File: src/rtl/sdio_gate_pkg.sv
package sdio_gate_pkg;
  localparam int OCR_W  = 24;
  localparam int CMD_W  = 6;
  localparam int STAT_W = 32;
  localparam int RCA_W  = 16;

  typedef enum logic [1:0] {
    RSP_NONE    = 2'd0,
    RSP_NORMAL  = 2'd1,
    RSP_ILLEGAL = 2'd2
  } rsp_e;
endpackage

File: src/rtl/sdio_ocr_merge.sv
module sdio_ocr_merge #(
  parameter int NFUNC = 7,
  parameter int W     = 24
) (
  input  logic               clk,
  input  logic               rst,
  input  logic [NFUNC-1:0]   fn_enable,
  input  logic [NFUNC*W-1:0] fn_volt,
  output logic [W-1:0]       ocr_q
);
  logic [W-1:0] chain [0:NFUNC];

  assign chain[0] = '1;
  generate
    for (genvar g = 0; g < NFUNC; g++) begin : g_and
      assign chain[g+1] = chain[g] & (fn_enable[g] ? fn_volt[g*W +: W] : {W{1'b1}});
    end
  endgenerate

  // Capture while reset is held; static afterwards.
  always_ff @(posedge clk) begin
    if (rst) ocr_q <= chain[NFUNC];
  end

  AST_OCR_HELD: assert property (@(posedge clk) disable iff (rst)
    1'b1 |=> $stable(ocr_q)) else $error("io_ocr changed outside reset");
endmodule

File: src/rtl/sdio_cmd_classify.sv
module sdio_cmd_classify
  import sdio_gate_pkg::*;
(
  input  logic [CMD_W-1:0] cmd_index,
  input  logic             app_window,
  output logic             is_gated,
  output logic             is_ocr_read,
  output logic             is_app_prefix
);
  always_comb begin
    if (app_window)
      is_gated = (cmd_index == 6'd13) || (cmd_index == 6'd51);
    else
      is_gated = (cmd_index == 6'd9) || (cmd_index == 6'd10);
    is_ocr_read   = !app_window && (cmd_index == 6'd5);
    is_app_prefix = (cmd_index == 6'd55);
  end
endmodule

File: src/rtl/sdio_status_fmt.sv
module sdio_status_fmt #(
  parameter int          W         = 32,
  parameter logic [31:0] IO_KEEP   = 32'h80C8_0000,
  parameter int          STATE_LSB = 9,
  parameter int          STATE_W   = 4
) (
  input  logic               io_only,
  input  logic [W-1:0]       mem_status,
  input  logic [STATE_W-1:0] mem_state,
  output logic [W-1:0]       word
);
  always_comb begin
    if (io_only) begin
      word = mem_status & IO_KEEP[W-1:0];
      word[STATE_LSB +: STATE_W] = {STATE_W{1'b1}};
    end else begin
      word = mem_status;
      word[STATE_LSB +: STATE_W] = mem_state;
    end
  end
endmodule

File: src/rtl/sdio_reg_gate.sv
module sdio_reg_gate
  import sdio_gate_pkg::*;
#(
  parameter int NFUNC = 7
) (
  input  logic                   clk,
  input  logic                   rst,
  input  logic                   io_only,
  input  logic                   spi_mode,
  input  logic [NFUNC-1:0]       fn_enable,
  input  logic [NFUNC*OCR_W-1:0] fn_volt,
  input  logic                   cmd_valid,
  input  logic [CMD_W-1:0]       cmd_index,
  input  logic [STAT_W-1:0]      mem_status,
  input  logic [3:0]             mem_state,
  input  logic                   rca_we,
  input  logic [RCA_W-1:0]       rca_din,
  output logic                   dec_valid,
  output logic [1:0]             dec_resp,
  output logic                   dec_fwd_mem,
  output logic                   dec_ocr_sel,
  output logic [OCR_W-1:0]       io_ocr,
  output logic [STAT_W-1:0]      status_word,
  output logic [RCA_W-1:0]       rca_q
);
  localparam logic [31:0] IO_KEEP = 32'h80C8_0000;

  logic              app_q;
  logic              gated, ocr_rd, app_pfx;
  logic [STAT_W-1:0] status_d;

  sdio_ocr_merge #(.NFUNC(NFUNC), .W(OCR_W)) ocr_i (
    .clk(clk), .rst(rst), .fn_enable(fn_enable), .fn_volt(fn_volt), .ocr_q(io_ocr)
  );

  sdio_cmd_classify cls_i (
    .cmd_index(cmd_index), .app_window(app_q),
    .is_gated(gated), .is_ocr_read(ocr_rd), .is_app_prefix(app_pfx)
  );

  sdio_status_fmt #(.W(STAT_W), .IO_KEEP(IO_KEEP), .STATE_LSB(9), .STATE_W(4)) st_i (
    .io_only(io_only), .mem_status(mem_status), .mem_state(mem_state), .word(status_d)
  );

  always_ff @(posedge clk) begin
    if (rst) begin
      app_q       <= 1'b0;
      dec_valid   <= 1'b0;
      dec_resp    <= RSP_NONE;
      dec_fwd_mem <= 1'b0;
      dec_ocr_sel <= 1'b0;
    end else begin
      dec_valid   <= cmd_valid;
      dec_resp    <= RSP_NONE;
      dec_fwd_mem <= 1'b0;
      dec_ocr_sel <= 1'b0;
      if (cmd_valid) begin
        app_q       <= app_pfx;
        dec_ocr_sel <= ocr_rd;
        dec_resp    <= RSP_NORMAL;
        if (gated) begin
          if (io_only) dec_resp <= spi_mode ? RSP_ILLEGAL : RSP_NONE;
          else         dec_fwd_mem <= 1'b1;
        end
      end
    end
  end

  always_ff @(posedge clk) begin
    if (rst) begin
      status_word <= '0;
      rca_q       <= '0;
    end else begin
      status_word <= status_d;
      if (rca_we) rca_q <= rca_din;
    end
  end

  AST_STROBE_FOLLOWS: assert property (@(posedge clk) disable iff (rst)
    cmd_valid |=> dec_valid) else $error("missing decision");
  AST_STROBE_SINGLE: assert property (@(posedge clk) disable iff (rst)
    !cmd_valid |=> !dec_valid) else $error("spurious decision");
  AST_IOONLY_NO_FWD: assert property (@(posedge clk) disable iff (rst)
    (dec_valid && io_only) |-> !dec_fwd_mem) else $error("forward on io-only card");
  AST_SD_NEVER_ILLEGAL: assert property (@(posedge clk) disable iff (rst)
    (dec_valid && !spi_mode) |-> (dec_resp != RSP_ILLEGAL)) else $error("illegal resp in SD mode");
  AST_OCR_SEL_NORMAL: assert property (@(posedge clk) disable iff (rst)
    dec_ocr_sel |-> (dec_valid && dec_resp == RSP_NORMAL)) else $error("ocr select without normal resp");
  AST_IO_STATE_CODE: assert property (@(posedge clk) disable iff (rst)
    io_only |=> (status_word[12:9] == 4'hF)) else $error("state code not F");
  AST_NA_ZERO: assert property (@(posedge clk) disable iff (rst)
    io_only |=> ((status_word & ~(IO_KEEP | 32'h0000_1E00)) == '0)) else $error("N/A bit set");
  AST_RCA_LOAD: assert property (@(posedge clk) disable iff (rst)
    rca_we |=> (rca_q == $past(rca_din))) else $error("rca not loaded");
endmodule

File: config.mk
export PLATFORM = sky130hd
export DESIGN_NAME = sdio_reg_gate
export DESIGN_NICKNAME = d
export VERILOG_FILES = /design/src/rtl/sdio_gate_pkg.sv /design/src/rtl/sdio_ocr_merge.sv /design/src/rtl/sdio_cmd_classify.sv /design/src/rtl/sdio_status_fmt.sv /design/src/rtl/sdio_reg_gate.sv
export SDC_FILE = /design/constraint.sdc
export NUM_CORES = 1
export LEC_CHECK = 0
export BUFFER_PORTS_ARGS = -buffer_cell sky130_fd_sc_hd__buf_2
export CAP_MARGIN = 25
export CORE_AREA = 2 2 124 126
export CTS_BUF_LIST = sky130_fd_sc_hd__clkbuf_4
export CTS_CLUSTER_SIZE = 28
export DETAILED_ROUTE_END_ITERATION = 8
export DIE_AREA = 0 0 126 128
export GPL_TIMING_DRIVEN = 0
export REMOVE_ABC_BUFFERS = 1
export SLEW_MARGIN = 20
export SYNTH_ARGS = -nofsm -noshare
export SYNTH_HDL_FRONTEND = slang
export SYNTH_SLANG_ARGS = --single-unit
File: constraint.sdc
create_clock -name clk -period 1 [get_ports clk]
set_clock_uncertainty 0.05 [all_clocks]
set_input_delay 0.05 -clock clk [delete_from_list [all_inputs] [get_ports clk]]
set_output_delay 0.05 -clock clk [all_outputs]
set_load 0.01 [all_outputs]
==> results of run 1 <==
==> per-stage QoR <==
stage	util (%)	hold WS, ns
after floorplan	-	0.0691
after global placement	32.8	0.200
after detailed placement	33.1	0.202
==> cell families after synthesis <==
logic type | after synthesis
AND/OR/NAND/NOR | 112
AO/OA/AOI/OAI | 78
XOR/XNOR | 1
multiplexers | 16
buffers and inverters | 30
flip-flops | 78
==> flow_metrics.env, run 1 <==
export IMPL_root_buffer="clkbuf_4"
export IMPL_yosysSeqAreaShare_pct=56.5
export IMPL_clkSinkCount=78
export IMPL_synth_area_top_cells="dfxtp_1, edfxtp_1, o22ai_1, nor2_1, nor4_1"
export IMPL_synth_top_area_cell="dfxtp_1"
export IMPL_postSynthCellCount=315
export IMPL_synth_top_area_share_pct=33.9
export IMPL_synth_compound_area_share_pct=15.5
export IMPL_dpl_cell_count=795
export IMPL_place_area_mm2=0.00492
export IMPL_async_flop_share_pct=0
export IMPL_dp_hpwl_um=9880
export IMPL_die_h_um=128
export IMPL_synth_ff_type="dfxtp_1"
export IMPL_yosys_area_share_simple_pct=18.2
export IMPL_synth_top_family_by_area="simple AND/OR/NAND/NOR gates"
export IMPL_synthAdderAreaFrac_pct=0
export IMPL_ctsHoldBuffers=163
export IMPL_synthXorXnorAreaFrac_pct=0.275
export IMPL_cts_made_buffers=9
export IMPL_ctsResizeCount=51
export IMPL_clock_path_buffers=2
export IMPL_outcome="did not finish"
export IMPL_num_io_pins=316
export IMPL_ctsHtreeMaxLevel=3
export IMPL_ys_ff_latch=78
export IMPL_die_x_um=126
export IMPL_lastStage="clock tree synthesis"
export IMPL_port_buffers=311
export IMPL_avgSynthCellArea_um2=10.1
export IMPL_synth_commonest_cells="o22ai_1, dfxtp_1, nor2_1"
export IMPL_muxShareOfSynthArea_pct=5.02
export IMPL_synth_most_common_cell="o22ai_1"
export IMPL_gp_congestion=0.761
export IMPL_ys_types=27
export IMPL_post_place_ws_ns=-0.936
export IMPL_initial_utilization_pct=21.5
export IMPL_firstError="[ERROR RSZ-0060] Max buffer count reached."
export IMPL_rows=45
export IMPL_syn_cell_area_mm2=0.00319
export IMPL_cts_setup_buffers=1
export IMPL_synth_edff_count=24
export IMPL_yosys_warnings=0
==> run 2, diff against run 1 <==
CORE_AREA = 2 2 123 125   (was 2 2 124 126)
CTS_BUF_LIST = unset   (was sky130_fd_sc_hd__clkbuf_4)
CTS_CLUSTER_SIZE = unset   (was 28)
DIE_AREA = 0 0 125 127   (was 0 0 126 128)
PLACE_DENSITY_LB_ADDON = 0.15   (was unset)
clock period = 1.3 ns   (was 1 ns; I/O delays follow)
==> flow_metrics.env, run 2 <==
export IMPL_period_needed_ns=1.21
export IMPL_drt_iter0_markers=129
export IMPL_design_area_mm2=0.00573
export IMPL_num_fill_cells=1447
export IMPL_crit_path_end_kind="flop"
export IMPL_grt_setup_unrepaired="false"
export IMPL_required_ns=1.49
export IMPL_die_h_um=127
export IMPL_pwr_share_clk_pct=39.2
export IMPL_synth_ff_type="dfxtp_1"
export IMPL_place_area_mm2=0.00489
export IMPL_drive_gt1_share_pct=49.8
export IMPL_clkSinkCount=78
export IMPL_post_route_drc_count=0
export IMPL_seq_area_mm2=0.00180
export IMPL_post_place_ws_ns=-0.468
export IMPL_wire_per_inst_um=16.8
export IMPL_largest_register="status_word"
export IMPL_clock_path_buffers=2
export IMPL_root_buffer="clkbuf_16"
export IMPL_outcome="completed"
export IMPL_startpoint_type="input port"
export IMPL_seqPwrFrac_pct=42.4
export IMPL_p_int_mw=4.80
export IMPL_ys_types=27
export IMPL_rows=44
export IMPL_final_cell_mix="buf_2, o22ai_1, dfxtp_1, dlygate4sd3_1, nor2_1"
export IMPL_slew_headroom_pct=62.5
export IMPL_drt_wl_total_um=14400
export IMPL_die_x_um=125
export IMPL_dp_hpwl_um=10500
export IMPL_grt_ovfl_total=0
export IMPL_finalSetupViolations=0
export IMPL_drtAntennaViolNets=0
export IMPL_finalNetCount=907
export IMPL_async_flop_share_pct=0
export IMPL_crit_type="in -> reg"
export IMPL_p_switching_mw=1.58
export IMPL_p_comb_share_pct=18.4
export IMPL_ys_ff_latch=78
export IMPL_crit_fanout=25
export IMPL_yosysSeqAreaShare_pct=56.5
export IMPL_worst_pin_slew_ns=0.562
export IMPL_largest_registers="status_word x32, ocr_i.ocr_q x24, rca_q x16"
export IMPL_grt_max_degree=31
export IMPL_worstPathArrival_ns=1.41
export IMPL_ctsHtreeMaxLevel=3
export IMPL_clkSlewWorstSetupHoldPaths_ns=0.06
export IMPL_fin_tns_setup_ns=0
export IMPL_cellPowerDensity_mw_per_mm2=1110
export IMPL_synth_top_area_share_pct=33.9
export IMPL_cts_made_buffers=9
export IMPL_final_common_cell="buf_2"
export IMPL_grt_usage_pct=17.5
export IMPL_drv_slew=0
export IMPL_grt_first_pass_wirelength_um=21700
export IMPL_grt_pass1_vias=3998
export IMPL_peakVddDrop_mv=0.718
export IMPL_post_route_period_util_pct=93.5
export IMPL_synth_area_top_cells="dfxtp_1, edfxtp_1, o22ai_1, nor2_1, nor4_1"
export IMPL_clk_latency_ns=0.33
export IMPL_areaGrowthSynthToFinish_pct=79.8
export IMPL_num_vias=3934
export IMPL_num_io_pins=316
export IMPL_largest_reg_flops=32
export IMPL_drtPass1Iterations=4
export IMPL_antenna_found_initial=1
export IMPL_synth_top_area_cell="dfxtp_1"
export IMPL_yosys_warnings=0
export IMPL_gp_congestion=0.911
export IMPL_postSynthCellCount=315
export IMPL_cts_tree="yes"
export IMPL_multi_input_area_mm2=0.00125
export IMPL_power_leakage_nw=2.75
export IMPL_vias_per_cell=4.58
export IMPL_min_path_type="in -> reg"
export IMPL_cap_viol_max_count=0
export IMPL_avgSynthCellArea_um2=10.1
export IMPL_synth_edff_count=24
export IMPL_worst_slack_ns=0.0851
export IMPL_core_mm2=0.0144
export IMPL_synth_commonest_cells="o22ai_1, dfxtp_1, nor2_1"
export IMPL_synth_most_common_cell="o22ai_1"
export IMPL_initial_utilization_pct=22.1
export IMPL_max_freq_mhz=823
export IMPL_power_switching_share_pct=24.7
export IMPL_port_buffers=311
export IMPL_syn_cell_area_mm2=0.00319
export IMPL_die_area_mm2=0.0159
export IMPL_final_hold_violation_count=0
-- run 2: cell counts after synthesis --
No cell type changed its count.
-- run 2: power by group through the flow --
stage	Clock [mW]	Sequential, mW	Combinational (mW)
2_1_floorplan	0	2.83	0.303
3_5_place_dp	0	2.75	1.04
4_1_cts	2.59	2.70	1.17
3_3_place_gp	0	2.75	1.02
6_report	2.50	2.70	1.17
5_1_grt	2.67	2.72	1.27
-- run 2: metrics by stage --
step	hold slack, ns	util [%]	power (mW)	instances
floorplan	0.0841	-	3.14	294
global placement	0.214	33.7	3.77	789
detailed placement	0.218	33.9	3.79	790
CTS	0.0457	39.7	6.47	857
global route	0.0622	39.7	6.66	858
finish	0.0659	39.7	6.38	859
-- run 2: timing repair --
| action | in CTS | in global routing |
|---|---|---|
| gates resized for setup | 8 | 0 |
| endpoints found under the setup margin | 5 | 1 |
| pin swaps | 0 | 1 |
| hold buffers | 51 | 0 |
| endpoints found under the hold margin | 52 | 0 |
| setup buffers | 0 | 0 |
-- run 2: kinds of logic after synthesis --
group                  synth area share [%]
AND/OR/NAND/NOR                        18.2
AO/OA/AOI/OAI                          15.5
flip-flops                             56.5
buffers and inverters                  4.51
multiplexers                           5.02
XOR/XNOR                              0.275
-- run 2: cell type report --
cell class,instances,share of cell area (%)
timing repair buffer,363,36.4
clock inverter,1,0.153
tap,184,4.02
clock buffer,15,5.04
multi-input combinational,207,21.8
inverter,9,1.05
sequential,78,31.4
antenna,2,0.0873
-- run 2: critical path, cell delays in order --
cell and delay (ns):
dlygate4sd3_1 0.54, buf_2 0.18, nor2_4 0.35, nand2_1 0.11
nor4_1 0.16
-- run 2: final timing paths --
kind                          start                       end  slack (ns)  cells after the start
max                         io_only    dec_fwd_mem$_SDFF_PP0_        0.09                      5
min                     fn_volt[31]  ocr_i.ocr_q[7]$_DFFE_PP_        0.07                      3
max reg2reg      app_q$_SDFFE_PP0P_    dec_resp[0]$_SDFF_PP0_        0.13                      3
min reg2reg  rca_q[14]$_SDFFE_PP0P_    rca_q[14]$_SDFFE_PP0P_        0.44                      2
-- run 2: per-layer routing --
layer | global-route usage, % | part of all wire, %
met1 | 18.7 | 37
met2 | 32.4 | 52
met3 | 5.23 | 8.0
met4 | 7.39 | 2.3
met5 | 0 | 0
Power figures use the tool's default switching activity.
==> run 3, diff against run 2 <==
clock period = 1.35 ns   (was 1.3 ns; I/O delays follow)
==> flow_metrics.env, run 3 (synthesis gave the netlist of run 2 again) <==
export IMPL_drive_gt1_share_pct=49.6
export IMPL_die_h_um=127
export IMPL_drtPass1Iterations=4
export IMPL_crit_fanout=1
export IMPL_largest_registers="status_word x32, ocr_i.ocr_q x24, rca_q x16"
export IMPL_num_io_pins=316
export IMPL_cts_tree="yes"
export IMPL_grt_setup_unrepaired="false"
export IMPL_post_route_drc_count=0
export IMPL_grt_usage_pct=17.5
export IMPL_root_buffer="clkbuf_16"
export IMPL_final_cell_mix="buf_2, o22ai_1, dfxtp_1, dlygate4sd3_1, nor2_1"
export IMPL_min_path_type="in -> reg"
export IMPL_slowest_stage="dlygate4sd3_1"
export IMPL_drtAntennaViolNets=0
export IMPL_worst_pin_slew_ns=0.559
export IMPL_critPathBufInv=3
export IMPL_power_switching_share_pct=24.6
export IMPL_port_buffers=311
export IMPL_period_needed_ns=1.20
export IMPL_crit_type="in -> reg"
export IMPL_clock_path_buffers=2
export IMPL_die_area_mm2=0.0159
export IMPL_clkSinkCount=78
export IMPL_wire_per_inst_um=16.6
export IMPL_drv_slew=0
export IMPL_vias_per_cell=4.54
export IMPL_ctsHtreeMaxLevel=3
export IMPL_finalNetCount=910
export IMPL_cts_made_buffers=9
export IMPL_cts_setup_buffers=0
export IMPL_worstPathArrival_ns=1.38
export IMPL_drt_wl_total_um=14300
export IMPL_grt_pass1_vias=4010
export IMPL_p_switching_mw=1.51
export IMPL_p_int_mw=4.63
export IMPL_pwr_share_clk_pct=39.1
export IMPL_clkSlewWorstSetupHoldPaths_ns=0.06
export IMPL_cp_top_family="buffers and inverters"
export IMPL_multi_input_area_mm2=0.00125
export IMPL_cellPowerDensity_mw_per_mm2=1060
export IMPL_seqPwrFrac_pct=42.4
export IMPL_slew_headroom_pct=62.7
export IMPL_antenna_found_initial=1
export IMPL_required_ns=1.53
export IMPL_rows=44
export IMPL_largest_register="status_word"
export IMPL_post_place_ws_ns=-0.421
export IMPL_final_hold_violation_count=0
export IMPL_largest_reg_flops=32
export IMPL_core_mm2=0.0144
export IMPL_path_cells="dlygate4sd3_1 > buf_2 > nor2_1 > dlygate4sd3_1 > nor2_1"
export IMPL_total_power_mw=6.13
export IMPL_num_fill_cells=1440
export IMPL_die_x_um=125
export IMPL_grt_first_pass_wirelength_um=21600
export IMPL_crit_path_end_kind="flop"
export IMPL_peakVddDrop_mv=0.682
export IMPL_cap_viol_max_count=0
export IMPL_seq_area_mm2=0.00180
export IMPL_fin_util_pct=40.0
export IMPL_p_comb_share_pct=18.5
export IMPL_max_freq_mhz=833
export IMPL_drt_iter0_markers=118
export IMPL_clk_latency_ns=0.33
export IMPL_outcome="completed"
export IMPL_grt_max_degree=31
export IMPL_final_common_cell="buf_2"
export IMPL_worst_slack_ns=0.149
export IMPL_gp_congestion=0.911
export IMPL_finalSetupViolations=0
export IMPL_dp_hpwl_um=10500
export IMPL_initial_utilization_pct=22.1
export IMPL_num_vias=3910
export IMPL_slowest_delay_ns=0.55
export IMPL_post_route_period_util_pct=89.0
export IMPL_power_leakage_nw=2.77
export IMPL_grt_ovfl_total=0
export IMPL_startpoint_type="input port"
export IMPL_areaGrowthSynthToFinish_pct=80.7
==> run 3: worst register-to-register path, cell delays in order (launching register included) <==
cell,delay [ns]
dfxtp_1,0.33
o31ai_1,0.24
a31oi_1,0.10
o41a_1,0.33
==> run 3: metrics by stage <==
step | area, um2 | std cells | TNS (ns) | hold WS, ns
floorplan | 3080 | 294 | 0 | 0.0866
global placement | 4870 | 789 | -24.39 | 0.217
detailed placement | 4890 | 790 | -12.12 | 0.220
CTS | 5740 | 860 | 0 | 0.00128
global route | 5760 | 861 | 0 | 0.0395
finish | 5760 | 862 | 0 | 0.0333
==> run 3: repair_timing <==
action | in CTS | in global routing
endpoints found under the hold margin | 52 | 0
gates resized for setup | 4 | 4
setup endpoints to repair | 3 | 12
hold buffers | 54 | 0
==> run 3: final cells by class <==
cell class / instances / area share, %
Sequential cell: 78 / 31.3
Inverter: 9 / 1.04
Tap cell: 184 / 3.99
Clock buffer: 15 / 5.02
Clock inverter: 1 / 0.152
Antenna cell: 2 / 0.0868
Timing Repair Buffer: 366 / 36.7
Multi-Input combinational cell: 207 / 21.7
==> run 3: power by group through the flow <==
stage / sequential, mW / clock (mW) / combinational, mW
2_1_floorplan: 2.73 / 0 / 0.292
3_3_place_gp: 2.65 / 0 / 0.983
3_5_place_dp: 2.65 / 0 / 1.00
4_1_cts: 2.60 / 2.50 / 1.13
5_1_grt: 2.62 / 2.57 / 1.23
6_report: 2.60 / 2.40 / 1.13
==> run 3: path summary, 6_finish.rpt <==
check | startpoint | endpoint | slack [ns] | cells after the start
setup reg to reg | app_q$_SDFFE_PP0P_ | dec_resp[0]$_SDFF_PP0_ | 0.18 | 3
hold / removal | io_only | status_word[10]$_SDFF_PP0_ | 0.03 | 3
setup / recovery | mem_state[0] | status_word[9]$_SDFF_PP0_ | 0.15 | 5
hold reg to reg | rca_q[14]$_SDFFE_PP0P_ | rca_q[14]$_SDFFE_PP0P_ | 0.43 | 2
==> run 3: layer usage <==
metal / share of wire (%) / vias to the layer above / track usage (%)
li1: - / 1896 / -
met1: 37 / 1786 / 18.7
met2: 52 / 205 / 32.1
met3: 8.5 / 23 / 5.23
met4: 2.4 / 0 / 7.39
met5: 0 / - / 0
==> run 4, diff against run 3 <==
ABC_AREA = 1   (was unset)
CORE_AREA = 2 2 121 123   (was 2 2 123 125)
DIE_AREA = 0 0 123 125   (was 0 0 125 127)
SYNTH_HIERARCHICAL = 1   (was unset)
==> flow_metrics.env, run 4 <==
export IMPL_outcome="completed"
export IMPL_grt_first_pass_wirelength_um=23900
export IMPL_cts_setup_buffers=0
export IMPL_die_x_um=123
export IMPL_slowest_stage="dfxtp_1"
export IMPL_period_needed_ns=1.02
export IMPL_met2_usage_pct=37.3
export IMPL_ys_ff_latch=78
export IMPL_dp_hpwl_um=11000
export IMPL_path_cells="nor3_1 > nand2_1 > nand2_1 > nand2_1 > nor3_1"
export IMPL_drt_wl_total_um=15500
export IMPL_die_area_mm2=0.0154
export IMPL_place_area_mm2=0.00645
export IMPL_clock_path_buffers=2
export IMPL_grt_ovfl_total=0
export IMPL_final_hold_violation_count=0
export IMPL_p_switching_mw=1.84
export IMPL_num_vias=5481
export IMPL_async_flop_share_pct=0
export IMPL_wire_per_inst_um=11.2
export IMPL_largest_registers="status_word x32, ocr_i/ocr_q x24, rca_q x16"
export IMPL_seqPwrFrac_pct=40.8
export IMPL_min_path_cells=5
export IMPL_drtPass1Iterations=4
export IMPL_critPathLaunch="app_q$_SDFFE_PP0P_"
export IMPL_cts_tree="yes"
export IMPL_finalSetupViolations=0
export IMPL_worstPathArrival_ns=1.22
export IMPL_synth_commonest_cells="inv_1, nand2_1, nor2_1"
export IMPL_busiest_layer="met2"
export IMPL_drv_slew=0
export IMPL_use_met1_pct=20.3
export IMPL_total_power_mw=6.39
export IMPL_core_mm2=0.0142
export IMPL_clkSlewWorstSetupHoldPaths_ns=0.06
export IMPL_cp_top_family="simple AND/OR/NAND/NOR gates"
export IMPL_worst_slack_ns=0.334
export IMPL_root_buffer="clkbuf_16"
export IMPL_postSynthCellCount=851
export IMPL_holdWs_ns=0.0221
export IMPL_instances_no_fill=1383
export IMPL_num_io_pins=316
export IMPL_r2r_end="dec_fwd_mem$_SDFF_PP0_"
export IMPL_num_fill_cells=1562
export IMPL_drtAntennaViolNets=0
export IMPL_use_met3_pct=5.75
export IMPL_p_int_mw=4.55
export IMPL_final_cell_mix="buf_2, inv_1, nand2_1, nor2_1, dfxtp_1"
export IMPL_cellPowerDensity_mw_per_mm2=883
export IMPL_power_switching_share_pct=28.8
export IMPL_antenna_found_initial=2
export IMPL_post_route_drc_count=0
export IMPL_pwr_share_clk_pct=37.5
export IMPL_critPathBufInv=0
export IMPL_die_h_um=125
export IMPL_peakVddDrop_mv=0.570
export IMPL_final_common_cell="buf_2"
export IMPL_synth_edff_count=24
export IMPL_worstHoldEndpoint="rca_q[2]$_SDFFE_PP0P_"
export IMPL_port_buffers=311
export IMPL_crit_type="reg -> reg"
export IMPL_largest_reg_flops=32
export IMPL_max_freq_mhz=984
export IMPL_r2r_setup_slack_ns=0.33
export IMPL_crit_path_end_kind="flop"
export IMPL_drt_iter0_markers=232
export IMPL_required_ns=1.55
export IMPL_clk_latency_ns=0.33
export IMPL_reg2reg_from="app_q$_SDFFE_PP0P_"
export IMPL_synth_most_common_cell="inv_1"
export IMPL_dpl_cell_count=1317
export IMPL_synth_top_area_cell="inv_1"
export IMPL_crit_fanout=4
export IMPL_worst_pin_slew_ns=0.779
export IMPL_slew_headroom_pct=48.1
export IMPL_yosysSeqAreaShare_pct=36.7
export IMPL_areaGrowthSynthToFinish_pct=47.1
export IMPL_grt_pass1_vias=5159
export IMPL_startpoint_type="flop"
export IMPL_rows=44
export IMPL_grt_setup_unrepaired="false"
export IMPL_syn_cell_area_mm2=0.00492
export IMPL_seq_area_mm2=0.00180
export IMPL_finalNetCount=1432
export IMPL_clkSinkCount=78
export IMPL_p_comb_share_pct=21.7
export IMPL_initial_utilization_pct=34.6
export IMPL_grt_max_degree=59
export IMPL_power_leakage_nw=4.91
export IMPL_slowest_delay_ns=0.34
export IMPL_worst_r2r_cell_count=5
export IMPL_gp_congestion=0.792
export IMPL_path_common_cell="nand2_1"
export IMPL_ys_types=13
export IMPL_vias_per_cell=3.96
export IMPL_post_route_period_util_pct=75.3
export IMPL_avgSynthCellArea_um2=5.78
export IMPL_largest_register="status_word"
export IMPL_multi_input_area_mm2=0.00172
export IMPL_post_place_ws_ns=-0.0368
export IMPL_hold_start="rca_din[2]"
export IMPL_yosys_warnings=6
export IMPL_cap_viol_max_count=0
export IMPL_synth_area_top_cells="inv_1, nand2_1, dfxtp_1, edfxtp_1, nor2_1"
export IMPL_cts_made_buffers=9
export IMPL_ctsResizeCount=0
export IMPL_synth_top_area_share_pct=22.8
export IMPL_min_path_type="in -> reg"
export IMPL_design_area_mm2=0.00723
export IMPL_ctsHtreeMaxLevel=3
export IMPL_drive_gt1_share_pct=27.9
export IMPL_grt_usage_pct=20.0
export IMPL_synth_ff_type="dfxtp_1"
==> run 4: cell count changes after synthesis, sizes merged, moves of 16 or more <==
cell,previous run,this run
mux2i,16,0
nand2,1,291
nand3,2,26
o22ai,72,0
inv,9,299
nor4,26,0
nor2,49,122
and2,24,0
==> run 4: cell families (layout without fill, tap and decap cells) <==
family                 Yosys count  in the layout  share of synthesized area (%)
AOI/OAI and AO/OA                1              1                          0.102
buffers and inverters          329            676                           28.4
DFF                             78             78                           36.7
other                            0              1                              0
and+or+nand+nor                443            443                           34.9
==> run 4: metal layers <==
layer  wire, um  up-vias
met4        483        2
li1           -     2979
met3       1430       32
met2       7640      211
met1       5970     2257
met5         17        -
==> run 4: power groups by stage <==
| stage | Combinational [mW] | Clock, mW | Sequential, mW |
|---|---|---|---|
| 2_1_floorplan | 0.496 | 0 | 2.74 |
| 3_3_place_gp | 1.28 | 0 | 2.66 |
| 3_5_place_dp | 1.28 | 0 | 2.66 |
| 4_1_cts | 1.40 | 2.49 | 2.61 |
| 5_1_grt | 1.59 | 2.58 | 2.62 |
| 6_report | 1.39 | 2.39 | 2.61 |
==> run 4: how the worst max path moves through the flow <==
stage	cells after the start	to	slack (ns)
global placement	4	dec_resp[0]$_SDFF_PP0_	-0.55
global route	4	dec_resp[0]$_SDFF_PP0_	0.22
detailed placement	4	dec_resp[0]$_SDFF_PP0_	-0.04
finish	5	dec_fwd_mem$_SDFF_PP0_	0.33
floorplan	5	dec_fwd_mem$_SDFF_PP0_	0.45
CTS	4	dec_resp[0]$_SDFF_PP0_	0.32
==> run 4: area by class of cell <==
type | instances | area share, %
Timing Repair Buffer | 360 | 28.3
Inverter | 300 | 15.7
Tap cell | 184 | 3.18
Multi-Input combinational cell | 444 | 23.8
Antenna cell | 1 | 0.0346
Clock buffer | 10 | 3.30
Clock inverter | 6 | 0.709
Sequential cell | 78 | 24.9
==> run 4: per-stage QoR <==
stage	utilization, %	setup TNS, ns
after global placement	45.4	-18.60
after detailed placement	45.4	-0.0525
after floorplan	-	0
final	50.9	0
after global routing	50.9	0
after CTS	50.9	0
==> run 4: timing repair <==
action                                  CTS  global route
endpoints found under the setup margin    0             0
hold buffers                             49             0
hold endpoints to repair                 50             0
==> run 4: tightest hold or removal path: stages <==
cell and delay [ns]:
buf_2 0.10, inv_1 0.05, nand2_1 0.05, nand2_1 0.06, nor2_1 0.04
